--- src/rtl/sprom_pkg.sv ---
package sprom_pkg;
  localparam int OPC_W = 3;
  localparam logic [OPC_W-1:0] READ_OPC = 3'b110;

  typedef enum logic [2:0] {
    ST_IDLE, ST_OPC, ST_ADDR, ST_DATA, ST_FIN
  } rd_state_t;

  typedef enum logic [1:0] {
    PH_IDLE, PH_SETL, PH_HIGH
  } phase_t;
endpackage

--- src/rtl/sprom_bit_timer.sv ---
module sprom_bit_timer
  import sprom_pkg::*;
#(
  parameter int SETTLE_CYC = 500,
  parameter int HIGH_CYC   = 250
) (
  input  logic clk,
  input  logic rst,
  input  logic go_i,
  output logic sk_o,
  output logic last_o
);
  localparam int LONGEST = (SETTLE_CYC > HIGH_CYC) ? SETTLE_CYC : HIGH_CYC;
  localparam int CNT_W   = $clog2(LONGEST + 1);

  phase_t           phase_q;
  logic [CNT_W-1:0] cnt_q;
  logic             sk_q;

  always_ff @(posedge clk) begin
    if (rst) begin
      phase_q <= PH_IDLE;
      cnt_q   <= '0;
      sk_q    <= 1'b0;
    end else begin
      case (phase_q)
        PH_IDLE: if (go_i) begin
          phase_q <= PH_SETL;
          cnt_q   <= '0;
        end
        PH_SETL: if (cnt_q == CNT_W'(SETTLE_CYC - 1)) begin
          phase_q <= PH_HIGH;
          cnt_q   <= '0;
          sk_q    <= 1'b1;
        end else begin
          cnt_q <= cnt_q + 1'b1;
        end
        PH_HIGH: if (cnt_q == CNT_W'(HIGH_CYC - 1)) begin
          phase_q <= PH_IDLE;
          cnt_q   <= '0;
          sk_q    <= 1'b0;
        end else begin
          cnt_q <= cnt_q + 1'b1;
        end
        default: phase_q <= PH_IDLE;
      endcase
    end
  end

  assign sk_o   = sk_q;
  assign last_o = (phase_q == PH_HIGH) && (cnt_q == CNT_W'(HIGH_CYC - 1));

  // A new bit may only be launched once the previous pulse has finished.
  assert_go_when_idle_R4: assert property (@(posedge clk) disable iff (rst)
    go_i |-> phase_q == PH_IDLE);
  assert_high_only_in_high_R4: assert property (@(posedge clk) disable iff (rst)
    sk_q |-> phase_q == PH_HIGH);
endmodule

--- src/rtl/sprom_size_cache.sv ---
module sprom_size_cache #(
  parameter int SIZE_W = 10
) (
  input  logic              clk,
  input  logic              rst,
  input  logic              wr_i,
  input  logic [SIZE_W-1:0] size_i,
  output logic              valid_o,
  output logic [SIZE_W-1:0] size_o
);
  logic              valid_q;
  logic [SIZE_W-1:0] size_q;

  always_ff @(posedge clk) begin
    if (rst) begin
      valid_q <= 1'b0;
      size_q  <= '0;
    end else if (wr_i && (size_i != '0)) begin
      valid_q <= 1'b1;
      size_q  <= size_i;
    end
  end

  assign valid_o = valid_q;
  assign size_o  = size_q;

  assert_cache_nonzero_R9: assert property (@(posedge clk) disable iff (rst)
    valid_q |-> size_q != '0);
endmodule

--- src/rtl/sprom_probe_reader.sv ---
module sprom_probe_reader
  import sprom_pkg::*;
#(
  parameter int DATA_W     = 16,
  parameter int MAX_WORDS  = 256,
  parameter int SETTLE_CYC = 500,
  parameter int HIGH_CYC   = 250
) (
  input  logic                           clk,
  input  logic                           rst,
  input  logic                           start_i,
  input  logic                           sdo_i,
  output logic [3:0]                     ctrl_o,
  output logic                           done_o,
  output logic [$clog2(MAX_WORDS)+1:0]   size_o,
  output logic [DATA_W-1:0]              data_o
);
  localparam int SIZE_W = $clog2(MAX_WORDS) + 2;
  localparam int BIT_W  = $clog2(DATA_W + 1);

  rd_state_t         state_q;
  logic              cs_q, di_q, do_q, go_q, fail_q, use_cache_q, done_q;
  logic [OPC_W-1:0]  opc_sh_q;
  logic [BIT_W-1:0]  bit_cnt_q;
  logic [SIZE_W-1:0] acc_q, size_q;
  logic [DATA_W-1:0] shreg_q, data_q;

  logic              sk, last;
  logic              cache_valid, cache_wr;
  logic [SIZE_W-1:0] cache_size, acc_dbl;

  sprom_bit_timer #(.SETTLE_CYC(SETTLE_CYC), .HIGH_CYC(HIGH_CYC)) timer_i (
    .clk(clk), .rst(rst), .go_i(go_q), .sk_o(sk), .last_o(last));

  sprom_size_cache #(.SIZE_W(SIZE_W)) cache_i (
    .clk(clk), .rst(rst), .wr_i(cache_wr), .size_i(acc_q),
    .valid_o(cache_valid), .size_o(cache_size));

  assign acc_dbl  = acc_q << 1;
  assign cache_wr = (state_q == ST_FIN) && !fail_q;

  always_ff @(posedge clk) begin
    if (rst) begin
      state_q     <= ST_IDLE;
      cs_q        <= 1'b0;
      di_q        <= 1'b0;
      do_q        <= 1'b0;
      go_q        <= 1'b0;
      fail_q      <= 1'b0;
      use_cache_q <= 1'b0;
      done_q      <= 1'b0;
      opc_sh_q    <= '0;
      bit_cnt_q   <= '0;
      acc_q       <= '0;
      size_q      <= '0;
      shreg_q     <= '0;
      data_q      <= '0;
    end else begin
      go_q   <= 1'b0;
      done_q <= 1'b0;
      if (last) do_q <= sdo_i;
      case (state_q)
        ST_IDLE: if (start_i) begin
          cs_q        <= 1'b1;
          di_q        <= READ_OPC[OPC_W-1];
          do_q        <= 1'b0;
          opc_sh_q    <= READ_OPC << 1;
          go_q        <= 1'b1;
          bit_cnt_q   <= '0;
          acc_q       <= SIZE_W'(1);
          shreg_q     <= '0;
          fail_q      <= 1'b0;
          use_cache_q <= cache_valid;
          state_q     <= ST_OPC;
        end
        ST_OPC: if (last) begin
          go_q <= 1'b1;
          if (bit_cnt_q == BIT_W'(OPC_W - 1)) begin
            di_q    <= 1'b0;
            state_q <= ST_ADDR;
          end else begin
            di_q      <= opc_sh_q[OPC_W-1];
            opc_sh_q  <= opc_sh_q << 1;
            bit_cnt_q <= bit_cnt_q + 1'b1;
          end
        end
        ST_ADDR: if (last) begin
          acc_q     <= acc_dbl;
          bit_cnt_q <= '0;
          if (use_cache_q) begin
            go_q <= 1'b1;
            if (acc_dbl == cache_size) state_q <= ST_DATA;
          end else if (acc_dbl > SIZE_W'(MAX_WORDS)) begin
            fail_q  <= 1'b1;
            state_q <= ST_FIN;
          end else begin
            go_q <= 1'b1;
            if (!sdo_i) state_q <= ST_DATA;
          end
        end
        ST_DATA: if (last) begin
          shreg_q <= {shreg_q[DATA_W-2:0], sdo_i};
          if (bit_cnt_q == BIT_W'(DATA_W - 1)) begin
            state_q <= ST_FIN;
          end else begin
            bit_cnt_q <= bit_cnt_q + 1'b1;
            go_q      <= 1'b1;
          end
        end
        ST_FIN: begin
          cs_q    <= 1'b0;
          done_q  <= 1'b1;
          size_q  <= fail_q ? '0 : acc_q;
          data_q  <= fail_q ? '0 : shreg_q;
          fail_q  <= 1'b0;
          state_q <= ST_IDLE;
        end
        default: state_q <= ST_IDLE;
      endcase
    end
  end

  assign ctrl_o = {do_q, di_q, cs_q, sk};
  assign done_o = done_q;
  assign size_o = size_q;
  assign data_o = data_q;

  assert_sk_needs_cs_R2: assert property (@(posedge clk) disable iff (rst)
    sk |-> cs_q);
  assert_di_steady_R4: assert property (@(posedge clk) disable iff (rst)
    (sk && $past(sk)) |-> $stable(di_q));
  assert_addr_zero_R5: assert property (@(posedge clk) disable iff (rst)
    (state_q == ST_ADDR) |-> !di_q);
  assert_size_pow2_R5: assert property (@(posedge clk) disable iff (rst)
    done_q |-> $countones(size_q) <= 1);
  assert_size_cap_R6: assert property (@(posedge clk) disable iff (rst)
    done_q |-> size_q <= SIZE_W'(MAX_WORDS));
  assert_fail_blank_R6: assert property (@(posedge clk) disable iff (rst)
    (done_q && size_q == '0) |-> data_q == '0);
  assert_done_pulse_R8: assert property (@(posedge clk) disable iff (rst)
    done_q |=> !done_q);
  assert_done_deselect_R8: assert property (@(posedge clk) disable iff (rst)
    done_q |-> !cs_q);
endmodule

--- config.mk ---
export PLATFORM = sky130hd
export DESIGN_NAME = sprom_probe_reader
export DESIGN_NICKNAME = d
export VERILOG_FILES = /design/src/rtl/sprom_pkg.sv /design/src/rtl/sprom_bit_timer.sv /design/src/rtl/sprom_size_cache.sv /design/src/rtl/sprom_probe_reader.sv
export SDC_FILE = /design/constraint.sdc
export NUM_CORES = 1
export LEC_CHECK = 0
export CORE_MARGIN = 4
export CORE_UTILIZATION = 55
export DETAILED_ROUTE_END_ITERATION = 8
export DONT_BUFFER_PORTS = 1
export GPL_ROUTABILITY_DRIVEN = 0
export PLACE_DENSITY_LB_ADDON = 0.12
export SKIP_CTS_REPAIR_TIMING = 1
export SLEW_MARGIN = 20
export SYNTH_ARGS = -nofsm -noshare
export SYNTH_HDL_FRONTEND = slang
export SYNTH_SLANG_ARGS = --single-unit
--- constraint.sdc ---
create_clock -name clk -period 2.3 [get_ports clk]
set_clock_uncertainty 0.05 [all_clocks]
set_input_delay 0.46 -clock clk [delete_from_list [all_inputs] [get_ports clk]]
set_output_delay 0.46 -clock clk [all_outputs]
set_load 0.005 [all_outputs]
Word-level counts from Yosys, hierarchy flattened
Index checks and enable logic that the tools add are counted.
Widths: inputs -> output; s select.
Storage, ports and cells
  bits in registers: 93
  bits in latches: 0
  memory bits (writable): 0
  ROM bits: 0
  bits of input ports: 4
  output and inout bits: 31
  logic and storage cells: 138
  memories: 0
Operators by class
  add/sub/neg operators: 2
  multiply operators: 0
  divide/modulo/power cells: 0
  $lt $le $gt $ge: 1
  equal/unequal tests: 26
  shift-type cells: 0
  muxes and demuxes: 63
  bitwise operators: 0
  reduce and logical (&&, ||, !) cells: 27
Operator list (count)
  $mux 16: 3
  $mux 3: 13
  $pmux 16 s2: 1
  $mux 10: 3
  $mux 5: 6
  $mux 9: 3
  $pmux 9 s3: 1
  $ne 2x2->1 const B: 12
  $mux 1: 20
  $pmux 10 s2: 1
  $pmux 5 s4: 1
  $reduce_and 3->1: 5
  $pmux 3 s4: 1
  $eq 10x10->1: 1
  $gt 10x9->1 const B: 1
  $reduce_bool 10->1: 1
  $reduce_bool 2->1: 5
  $add 9x1->9 const B: 1
  $eq 9x8->1 const B: 1
  $eq 9x9->1 const B: 1
  $reduce_and 8->1: 1
  $reduce_and 7->1: 1
  $eq 3x2->1 const B: 2
  $mux 2: 3
  24 further kinds: 31

Depth between registers and ports, before layout
Gate-level depths: netlist (run 1).
  depth after elaboration: 5
  depth in mapped cells: 8
  mapped depth without buffers: 8

Cells and area by module
Synthesis (run 1) repeated with hierarchy kept, for this count alone.
Unflattened totals
  cells, all modules: 526
  area total of the unflattened synthesis: 4416.7 µm²
Modules (own cells, without submodules)
  sprom_probe_reader: instances 1, cells an instance 363, area an instance 2977.9 µm², seq. area each 1361.3 µm²
  sprom_bit_timer: instances 1, cells an instance 104, area an instance 897.1 µm², seq. area each 240.2 µm²
  sprom_size_cache: instances 1, cells an instance 59, area an instance 541.8 µm², seq. area each 220.2 µm²

Worst setup path after synthesis (run 1)
OpenSTA, ideal clock, no wires.
  path kind: register to register
  from: register bit_cnt_q[0]
  to: register bit_cnt_q[1]
  setup time: 119 ps
  arrival: 1814 ps
  data required time: 2131 ps
  path slack: 317 ps
  stages on the path, launching flop included: 9
  path buffers: 0
  period minus slack after synthesis: 1983 ps
  path through: dfxtp_1 -> ha_1 -> and3_1 -> ha_1 -> nand2_1 -> o211ai_1 -> a211oi_1 -> o21a_1 -> nor3_1
On the way
  cells in the longest elaborated chain, start to end: 4
  elaborated cells between the ends (all ways): 11
  those cells by class: add/sub: 1; eq/ne: 4; mux: 5; reduce/logical: 1
Ends and longest elaborated chain
  from (decl): line sprom_probe_reader.sv:24  | logic [BIT_W-1:0] bit_cnt_q;
  from (signal assigned): line sprom_probe_reader.sv:84  | bit_cnt_q <= bit_cnt_q + 1'b1;
  from (signal assigned): line sprom_probe_reader.sv:106  | bit_cnt_q <= bit_cnt_q + 1'b1;
  $add 5x1->5: line sprom_probe_reader.sv:84, sprom_probe_reader.sv:106
  $mux 5, on equally long branches: line sprom_probe_reader.sv:103, sprom_probe_reader.sv:78
  $mux 5, on equally long branches: line sprom_probe_reader.sv:101, sprom_probe_reader.sv:76
  $pmux 5 s4: line sprom_probe_reader.sv:62  | case (state_q)
Parallel ways exist; a longest one is shown, timed or not. The select of a mux whose other input is x is not followed.
A chain may end at the register's enable or synchronous reset.

Worst setup path in the final report (run 1)
  from: register bit_cnt_q[0]
  to: register state_q[0]
On the way
  cells in the longest elaborated chain, start to end: 3
  elaborated cells between the ends (all ways): 5
  those cells by class: eq/ne: 4; reduce/logical: 1
Ends and longest elaborated chain
  $eq 5x4->1 / $eq 5x2->1 (equally long branches): line sprom_probe_reader.sv:103, sprom_probe_reader.sv:78
  $ne 2x2->1 (no line)
  $reduce_and 8->1 (no line) (*)
  to (signal assigned): line sprom_probe_reader.sv:98  | if (!sdo_i) state_q <= ST_DATA;
  to (signal assigned): line sprom_probe_reader.sv:104  | state_q <= ST_FIN;
  to (signal assigned): line sprom_probe_reader.sv:116  | state_q <= ST_IDLE;
  to (decl): line sprom_probe_reader.sv:21  | rd_state_t state_q;
Mark *: on every way between the ends. The rest lies on a longest branch, timed or not.

==> run summary, run 1 <==
status = completed
# rows = 30
commonest non-fill, non-tap cell in the layout = dfxtp_1
Clock transition at path regs = 0.09 ns
DRT Wirelength = 8620 µm
synth warn = 0
Max IR drop VDD = 405 µV
dpl ws = 0.199 ns
Starting Density = 57.6%
Placed Cells incl. Taps = 551
Syn Nets = 487
TritonRoute pass-1 iters = 5
EDFF count, synth = 0
max-cap violations = 0
Cell Area, Placed = 0.00409 mm²
Critical Path Fanout Max = 5
Die X = 93.3 µm
Critical Path AT = 2.32 ns
Max Clk Rate = 0.482 GHz
Tcrit/Tclk final = 90.1%
setup TNS = 0 ns
vias = 3245
global-route wire length before repair = 14500 µm
Seq/Total Area, Yosys = 45.5%
area grow syn2layout = 7.25%
CTS tree = done
Detail Route Antenna Nets = 0
setup ws final = 0.227 ns
WP data required = 2.55 ns
crit end category = flop
total global-route track usage = 20.7%
Mapped Avg Cell Area = 8.44 µm²
crit path from = bit_cnt_q[0]
Worst R2R Setup Slack = 0.23 ns
DIE AREA = 0.00870 mm²
Min-Delay Startpoint = rst
Lkg Pwr = 1.51 nW
Critical R2R Launch = bit_cnt_q[0]
initial antenna violation count = 0
grt ovf = 0
htree depth = 3
synth unique cells = 53
most frequent cells in the layout = dfxtp_1 (91), a21oi_1 (75), nand2_1 (71)
largest net degree at the start of global routing = 80
Clock Sink Count = 91
Remaining DRCs = 0
R2R depth = 7
pwr dens = 688 mW/mm²
Mapped Area = 0.00400 mm²
asr flop ratio synth = 0%
CTS Buffer Depth = 2
Most used DFF post-synth = dfxtp_1
slew margin rel. = 68.8%
#FFs+latches synth = 91
Slew @ Worst Pin = 0.457 ns
Slew Viols, Final = 0
Worst Hold Class = input pin to flop
Final Non-Filler Cells = 567
drt first-iter violations = 220
WL/cell = 15.2 µm
clock latency on the worst-skew pair = 0.36 ns
final setup violation count = 0
antenna diode count = 0
# IOs = 35
fin util = 61.8%
layout cells sized above 1 = 9.34%
CTS buffer count = 9
RSZ-0062 raised after global routing = false
routed vias/inst = 5.72
Nets = 479
total core area = 0.00694 mm²
critical path startpoint category = flop
Post-DP HPWL = 5760 µm
Final Hold Viols = 0
CP Class = flop to flop
die height = 93.3 µm
root buf cell = clkbuf_8
cells after synthesis = 474
Port Buffers = 0
crit path time final = 2.07 ns
vias in the first global route = 3075
design area = 0.00429 mm²
Hold Crit Depth = 1
cells in the mapped netlist (9+ instances only):
library cell | n | area, µm²
dfxtp_1 | 91 | 1820
a21oi_1 | 75 | 375
nand2_1 | 71 | 267
nor2_1 | 39 | 146
clkbuf_1 | 22 | 82.6
o211ai_1 | 18 | 135
nor3b_1 | 16 | 120
xor2_1 | 14 | 123
nor3_1 | 10 | 50.1
buf_2 | 9 | 45.0
ha_1 | 9 | 113
inv_1 | 9 | 33.8
nand4_1 | 9 | 56.3
registers in the layout, summed over array words and instances (netlist names), 2 cells and up:
register         count
shreg_q             16
state_q              3
cache_i.size_o      10
data_o              16
acc_q               10
bit_cnt_q            5
timer_i.phase_q      2
size_o              10
timer_i.cnt_q        9
path summary, 6_finish.rpt:
check | endpoint
worst max-delay path | state_q[0]
worst min-delay path | size_o[9]
worst max register to register | state_q[0]
worst min register to register | shreg_q[15]
cell type report:
class | instances | area, µm²
Sequential cell | 91 | 1820
Clock inverter | 6 | 72.6
Timing Repair Buffer | 18 | 135
Clock buffer | 10 | 128
Fill cell | 610 | 2650
Inverter | 9 | 33.8
Multi-Input combinational cell | 337 | 1980
Tap cell | 96 | 120
metrics by stage:
stage                     hold WS, ns  total power (W)
final                           0.108          0.00295
after floorplan                 0.377          0.00184
after global placement          0.383          0.00187
after detailed placement        0.393          0.00188
after CTS                      0.0917          0.00296
after global routing           0.0916          0.00306
power by group:
| part | switching (W) | internal (W) |
|---|---|---|
| logic | 0.000126 | 0.0000871 |
| registers | 0.0000313 | 0.00160 |
| clock network | 0.000592 | 0.000514 |
| total | 0.000750 | 0.00220 |
critical path, stage by stage (launching register included):
cell and delay, ns:
dfxtp_1 0.35, inv_1 0.07, ha_1 0.13, or4b_4 0.50
o21ai_4 0.17, o22ai_2 0.11, or4_1 0.48, a21oi_1 0.15
logic make-up (layout without fill, tap and decap cells):
family          count (synthesis)  count (layout)  synth area share (%)
buf+inv                        46              43                  4.97
fa+ha+maj                       9               9                  2.81
xor+xnor                       17              17                  3.72
compound gates                126             126                  19.7
flops                          91              91                  45.5
mux                             2               2                 0.500
simple gates                  183             183                  22.8
metal layers:
layer	track usage (%)	share of wire, %
met5	0	0
met2	32.5	48
met1	27.1	47
met4	9.65	1.3
met3	4.26	4.4
Note: power is estimated with default switching activity, not from simulation.
==> inputs of run 2 (changes only) <==
==> constraint.sdc (replaced) <==
create_clock -name clk -period 2.3 [get_ports clk]
set_clock_uncertainty 0.05 [all_clocks]
set_input_delay 0.115 -clock clk [delete_from_list [all_inputs] [get_ports clk]]
set_output_delay 0.115 -clock clk [all_outputs]
set_load 0.005 [all_outputs]
==> run 2 against run 1 <==
Compared with the run above: the run now ends with negative hold slack left; flip-flop and latch count unchanged; critical path depth unchanged; via count up 1.4%; worst setup slack about the same; register-to-register slack about the same; sequential share of layout area down 0.62 points; die area unchanged; non-clock buffer count up 2; wire length up 1.0%; clock power up 8%; critical path type unchanged.
==> run summary, run 2 (synthesized netlist as in run 1, its figures left out) <==
most frequent cells in the layout = dfxtp_1 (91), a21oi_1 (75), nand2_1 (71)
CP Class = flop to flop
Port Buffers = 0
# rows = 30
slew margin rel. = 68.1%
pwr dens = 705 mW/mm²
design area = 0.00436 mm²
WP data required = 2.54 ns
# IOs = 35
CTS Buffer Depth = 2
Clock transition at path regs = 0.09 ns
Nets = 481
Slew Viols, Final = 0
WL/cell = 15.3 µm
largest net degree at the start of global routing = 80
DIE AREA = 0.00870 mm²
CTS buffer count = 9
RSZ-0062 raised after global routing = false
Remaining DRCs = 0
max-cap violations = 0
status = finished, violations left
vias in the first global route = 3111
htree depth = 3
crit end category = flop
initial antenna violation count = 0
Die X = 93.3 µm
Worst Hold Class = input pin to flop
Clock Sink Count = 91
vias = 3290
commonest non-fill, non-tap cell in the layout = dfxtp_1
Cell Area, Placed = 0.00409 mm²
power after layout = 0.00307 W
Critical Path Fanout Max = 5
Max Clk Rate = 0.482 GHz
antenna diode count = 0
Starting Density = 57.6%
drt first-iter violations = 183
Final Non-Filler Cells = 568
routed vias/inst = 5.79
TritonRoute pass-1 iters = 5
Max IR drop VDD = 506 µV
Detail Route Antenna Nets = 0
die height = 93.3 µm
crit path time final = 2.07 ns
critical path startpoint category = flop
Placed Cells incl. Taps = 551
Tcrit/Tclk final = 90.1%
total core area = 0.00694 mm²
worst hold slack = -0.00849 ns
area grow syn2layout = 8.85%
root buf cell = clkbuf_8
Final Hold Viols = 1
grt ovf = 0
Slew @ Worst Pin = 0.478 ns
CTS tree = done
layout cells sized above 1 = 9.53%
final setup violation count = 0
total global-route track usage = 20.7%
Critical Path AT = 2.31 ns
failing checks = negative hold slack
Post-DP HPWL = 5730 µm
setup TNS = 0 ns
global-route wire length before repair = 14700 µm
Lkg Pwr = 1.54 nW
clock latency on the worst-skew pair = 0.36 ns
DRT Wirelength = 8710 µm
## run 2: routing by layer
layer  GRT usage [%]  part of all wire (%)
met1            27.1                    45
met2            33.2                    48
met3            6.19                   5.4
met4            5.37                   1.4
met5               0                     0
## run 2: cell type report
type / count / area (µm²)
multi-input combinational: 337 / 1980
sequential: 91 / 1820
clock inverter: 4 / 73.8
clock buffer: 11 / 151
inverter: 9 / 33.8
fill: 603 / 2590
timing repair buffer: 20 / 173
tap: 96 / 120
## run 2: worst max-delay path, cell delays in order, from the launching register on
cell     delay (ns)
dfxtp_1        0.35
inv_1          0.07
ha_1           0.12
or4b_4         0.50
o21ai_4        0.18
o22ai_2        0.11
or4_1          0.48
a21oi_1        0.15
## run 2: worst paths after layout
check,startpoint,end,slack [ns],cells after the start
worst max-delay path,bit_cnt_q[0],state_q[0],0.23,7
worst min-delay path,rst,state_q[2],-0.008,3
worst max register to register,bit_cnt_q[0],state_q[0],0.23,7
worst min register to register,shreg_q[15],shreg_q[15],0.42,2
## run 2: stage by stage
| step | hold slack (ns) | setup WS [ns] | util, % |
|---|---|---|---|
| final | -0.00849 | 0.227 | 62.7 |
| after global routing | 0.0114 | 0.0341 | 62.7 |
| after CTS | -0.252 | 0.166 | 62.2 |
| after detailed placement | 0.142 | 0.202 | 58.9 |
| after global placement | 0.140 | 0.257 | 58.9 |
| after floorplan | 0.237 | 0.317 | - |
## run 2: where the power goes
group          internal (W)  switching, W
combinational     0.0000935      0.000149
sequential          0.00160     0.0000316
clock              0.000666      0.000530
==> inputs of run 3 (changes only) <==
--- a/config.mk
+++ b/config.mk
@@ -9,10 +9,10 @@
 export CORE_UTILIZATION = 55
 export DETAILED_ROUTE_END_ITERATION = 8
 export DONT_BUFFER_PORTS = 1
-export GPL_ROUTABILITY_DRIVEN = 0
 export PLACE_DENSITY_LB_ADDON = 0.12
 export SKIP_CTS_REPAIR_TIMING = 1
 export SLEW_MARGIN = 20
 export SYNTH_ARGS = -nofsm -noshare
 export SYNTH_HDL_FRONTEND = slang
+export SYNTH_HIERARCHICAL = 1
 export SYNTH_SLANG_ARGS = --single-unit
==> constraint.sdc (replaced) <==
create_clock -name clk -period 1.9 [get_ports clk]
set_clock_uncertainty 0.05 [all_clocks]
set_input_delay 0.095 -clock clk [delete_from_list [all_inputs] [get_ports clk]]
set_output_delay 0.095 -clock clk [all_outputs]
set_load 0.005 [all_outputs]
==> run 3 against run 2 <==
Compared with the run above: register-to-register slack got worse by 0.29 ns; largest cell class unchanged; non-clock buffer count increased by 27; synthesized area increased by 10%; the run ends with negative hold slack, negative setup slack left; design area increased by 18%; flip-flop and latch count unchanged; sequential power increased by 25%; sequential share of layout area decreased by 6.0 points; highest routed layer unchanged; wire length increased by 16%; die area increased by 9.5%; cell count increased by 15%.
==> run summary, run 3 <==
root buf cell = clkbuf_8
vias in the first global route = 3566
synth warn = 6
share of the synthesized area in the top cell type = 41.2%
#FFs+latches synth = 91
area grow syn2layout = 15.9%
# IOs = 35
status = finished, violations left
worst hold slack = -0.256 ns
asr flop ratio synth = 0%
RSZ-0062 raised after global routing = true
Clock transition at path regs = 0.11 ns
power after layout = 0.00421 W
critical path startpoint category = flop
top post-synthesis cells by area = dfxtp_1 (41%), a21oi_1 (7.7%), nor3b_1 (4.6%), nand2_1 (4.3%), nor2_1 (4.2%)
total core area = 0.00777 mm²
Critical Path AT = 2.14 ns
final setup violation count = 7
crit end category = flop
Max IR drop VDD = 619 µV
Worst Hold Class = input pin to flop
Tcrit/Tclk final = 103%
largest family of logic cells by synthesized area = simple AND/OR/NAND/NOR gates
Final Hold Viols = 82
grt ovf = 0
pwr dens = 823 mW/mm²
crit path time final = 1.97 ns
Critical Path, Cell by Cell = inv_2 > ha_4 > nand4_4 > buf_4 > buf_4 > o41a_4 > o211ai_1 > o311ai_2
Post-DP HPWL = 6550 µm
Slew @ Worst Pin = 0.426 ns
# rows = 32
TritonRoute pass-1 iters = 4
EDFF count, synth = 0
Die X = 97.6 µm
synth unique cells = 66
Max stage delay on crit path = 0.49 ns
Clock Sink Count = 91
slew margin rel. = 71.4%
largest net degree at the start of global routing = 92
Critical Path Fanout Max = 8
commonest non-fill, non-tap cell in the layout = dfxtp_1
drt first-iter violations = 222
WL/cell = 15.4 µm
cells after synthesis = 526
most frequent cells in the layout = dfxtp_1 (83), a21oi_1 (66), nor2_1 (49)
max-cap violations = 0
Cell Area, Placed = 0.00472 mm²
Nets = 560
CTS Buffer Depth = 2
proportion of power drawn by the clock network = 33.2%
CP Class = flop to flop
post-synthesis mux area share = 2.04%
Lkg Pwr = 1.77 nW
layout cells sized above 1 = 20.0%
DRT Wirelength = 10100 µm
GP Congestion = 0.861
Max Clk Rate = 0.509 GHz
global-route wire length before repair = 16700 µm
simple-gate share of the synthesized area = 27.6%
Synth Area in Adders = 2.83%
switching part of the total = 30.0%
Most used DFF post-synth = dfxtp_1
routed vias/inst = 5.78
DIE AREA = 0.00953 mm²
Remaining DRCs = 0
setup ws final = -0.0661 ns
cell mode on critical path = buf_4
Seq/Total Area, Yosys = 41.2%
count leader, synth = dfxtp_1
failing checks = negative hold slack, negative setup slack
WP data required = 2.07 ns
Synth top cells by count = dfxtp_1 (91), a21oi_1 (68), nand2_1 (51), nor2_1 (50), nand3_1 (33)
htree depth = 3
Syn Nets = 540
Slowest-stage cell, CP = o41a_4
initial antenna violation count = 0
Detail Route Antenna Nets = 0
antenna diode count = 0
fill count = 672
Mapped Avg Cell Area = 8.40 µm²
fin util = 65.9%
die height = 97.6 µm
Slew Viols, Final = 0
post-synth top area cell = dfxtp_1
Starting Density = 56.9%
design area = 0.00512 mm²
CTS buffer count = 9
clock latency on the worst-skew pair = 0.36 ns
Gate power share = 18.6%
Synth Area in Compound Gates = 18.6%
sequential power share = 48.2%
Int Pwr = 0.00295 W
xor-xnor portion of the synthesized cell area = 1.78%
total global-route track usage = 20.5%
Mapped Area = 0.00442 mm²
Port Buffers = 0
vias = 3776
CTS tree = done
NetSw = 0.00126 W
dpl ws = -0.115 ns
## run 3: cell count changes after synthesis, moves of 8 or more
cell      before  now
inv_1          9   20
nor3b_1       16   27
nand3_1        8   33
o211ai_1      18   10
xor2_1        14    1
nor2_1        39   50
nand2_1       71   51
## run 3: per-stage QoR
stage          std cells  setup TNS (ns)
2_1_floorplan        526               0
3_5_place_dp         632           -1.25
3_3_place_gp         632          -0.146
4_1_cts              648           -1.88
6_report             653          -0.192
5_1_grt              653           -2.92
## run 3: power by group through the flow
| stage | combinational (W) | clock (W) | sequential, W |
|---|---|---|---|
| 2_1_floorplan | 0.000560 | 0 | 0.00204 |
| 4_1_cts | 0.000718 | 0.00144 | 0.00202 |
| 5_1_grt | 0.000881 | 0.00150 | 0.00204 |
| 6_report | 0.000785 | 0.00140 | 0.00203 |
| 3_3_place_gp | 0.000699 | 0 | 0.00207 |
| 3_5_place_dp | 0.000714 | 0 | 0.00207 |
## run 3: logic make-up (layout without fill, tap and decap cells)
kind of cell | after synthesis | after routing
AO/OA/AOI/OAI | 125 | 126
XOR/XNOR | 9 | 9
adder cells (fa/ha/maj) | 10 | 10
buffers and inverters | 60 | 84
flip-flops | 91 | 91
multiplexers | 9 | 9
AND/OR/NAND/NOR | 222 | 222
## run 3: layout make-up
class | instances | area (µm²) | share of cell area (%)
well taps | 102 | 128 | 2.49
flip-flops and latches | 91 | 1830 | 35.8
inverters | 21 | 78.8 | 1.54
multi-input cells | 376 | 2490 | 48.6
repair buffers | 47 | 377 | 7.36
clock buffers | 9 | 124 | 2.42
clock inverters | 7 | 91.3 | 1.78
## run 3: critical path: cells and delay by family, from the launching register on
kind	cells	cell delay [ns]
fa+ha+maj	1	0.14
flops	1	0.33
compound gates	3	0.90
buf+inv	3	0.34
simple gates	1	0.08
## run 3: worst paths after layout
check,start,end,slack [ns],depth (start not counted)
worst min-delay path,rst,acc_q[3],-0.26,1
worst min register to register,shreg_q[15],shreg_q[15],0.41,2
worst max-delay path,timer_i/cnt_q[1],timer_i/cnt_q[2],-0.07,8
worst max register to register,timer_i/cnt_q[1],timer_i/cnt_q[2],-0.07,8
## run 3: metal layers
| metal | routed length, µm | GRT usage (%) | vias to the layer above |
|---|---|---|---|
| li1 | - | - | 1911 |
| met1 | 4700 | 27.7 | 1794 |
| met2 | 4850 | 32.7 | 62 |
| met3 | 418 | 3.88 | 9 |
| met4 | 108 | 6.92 | 0 |
| met5 | 0 | 0 | - |
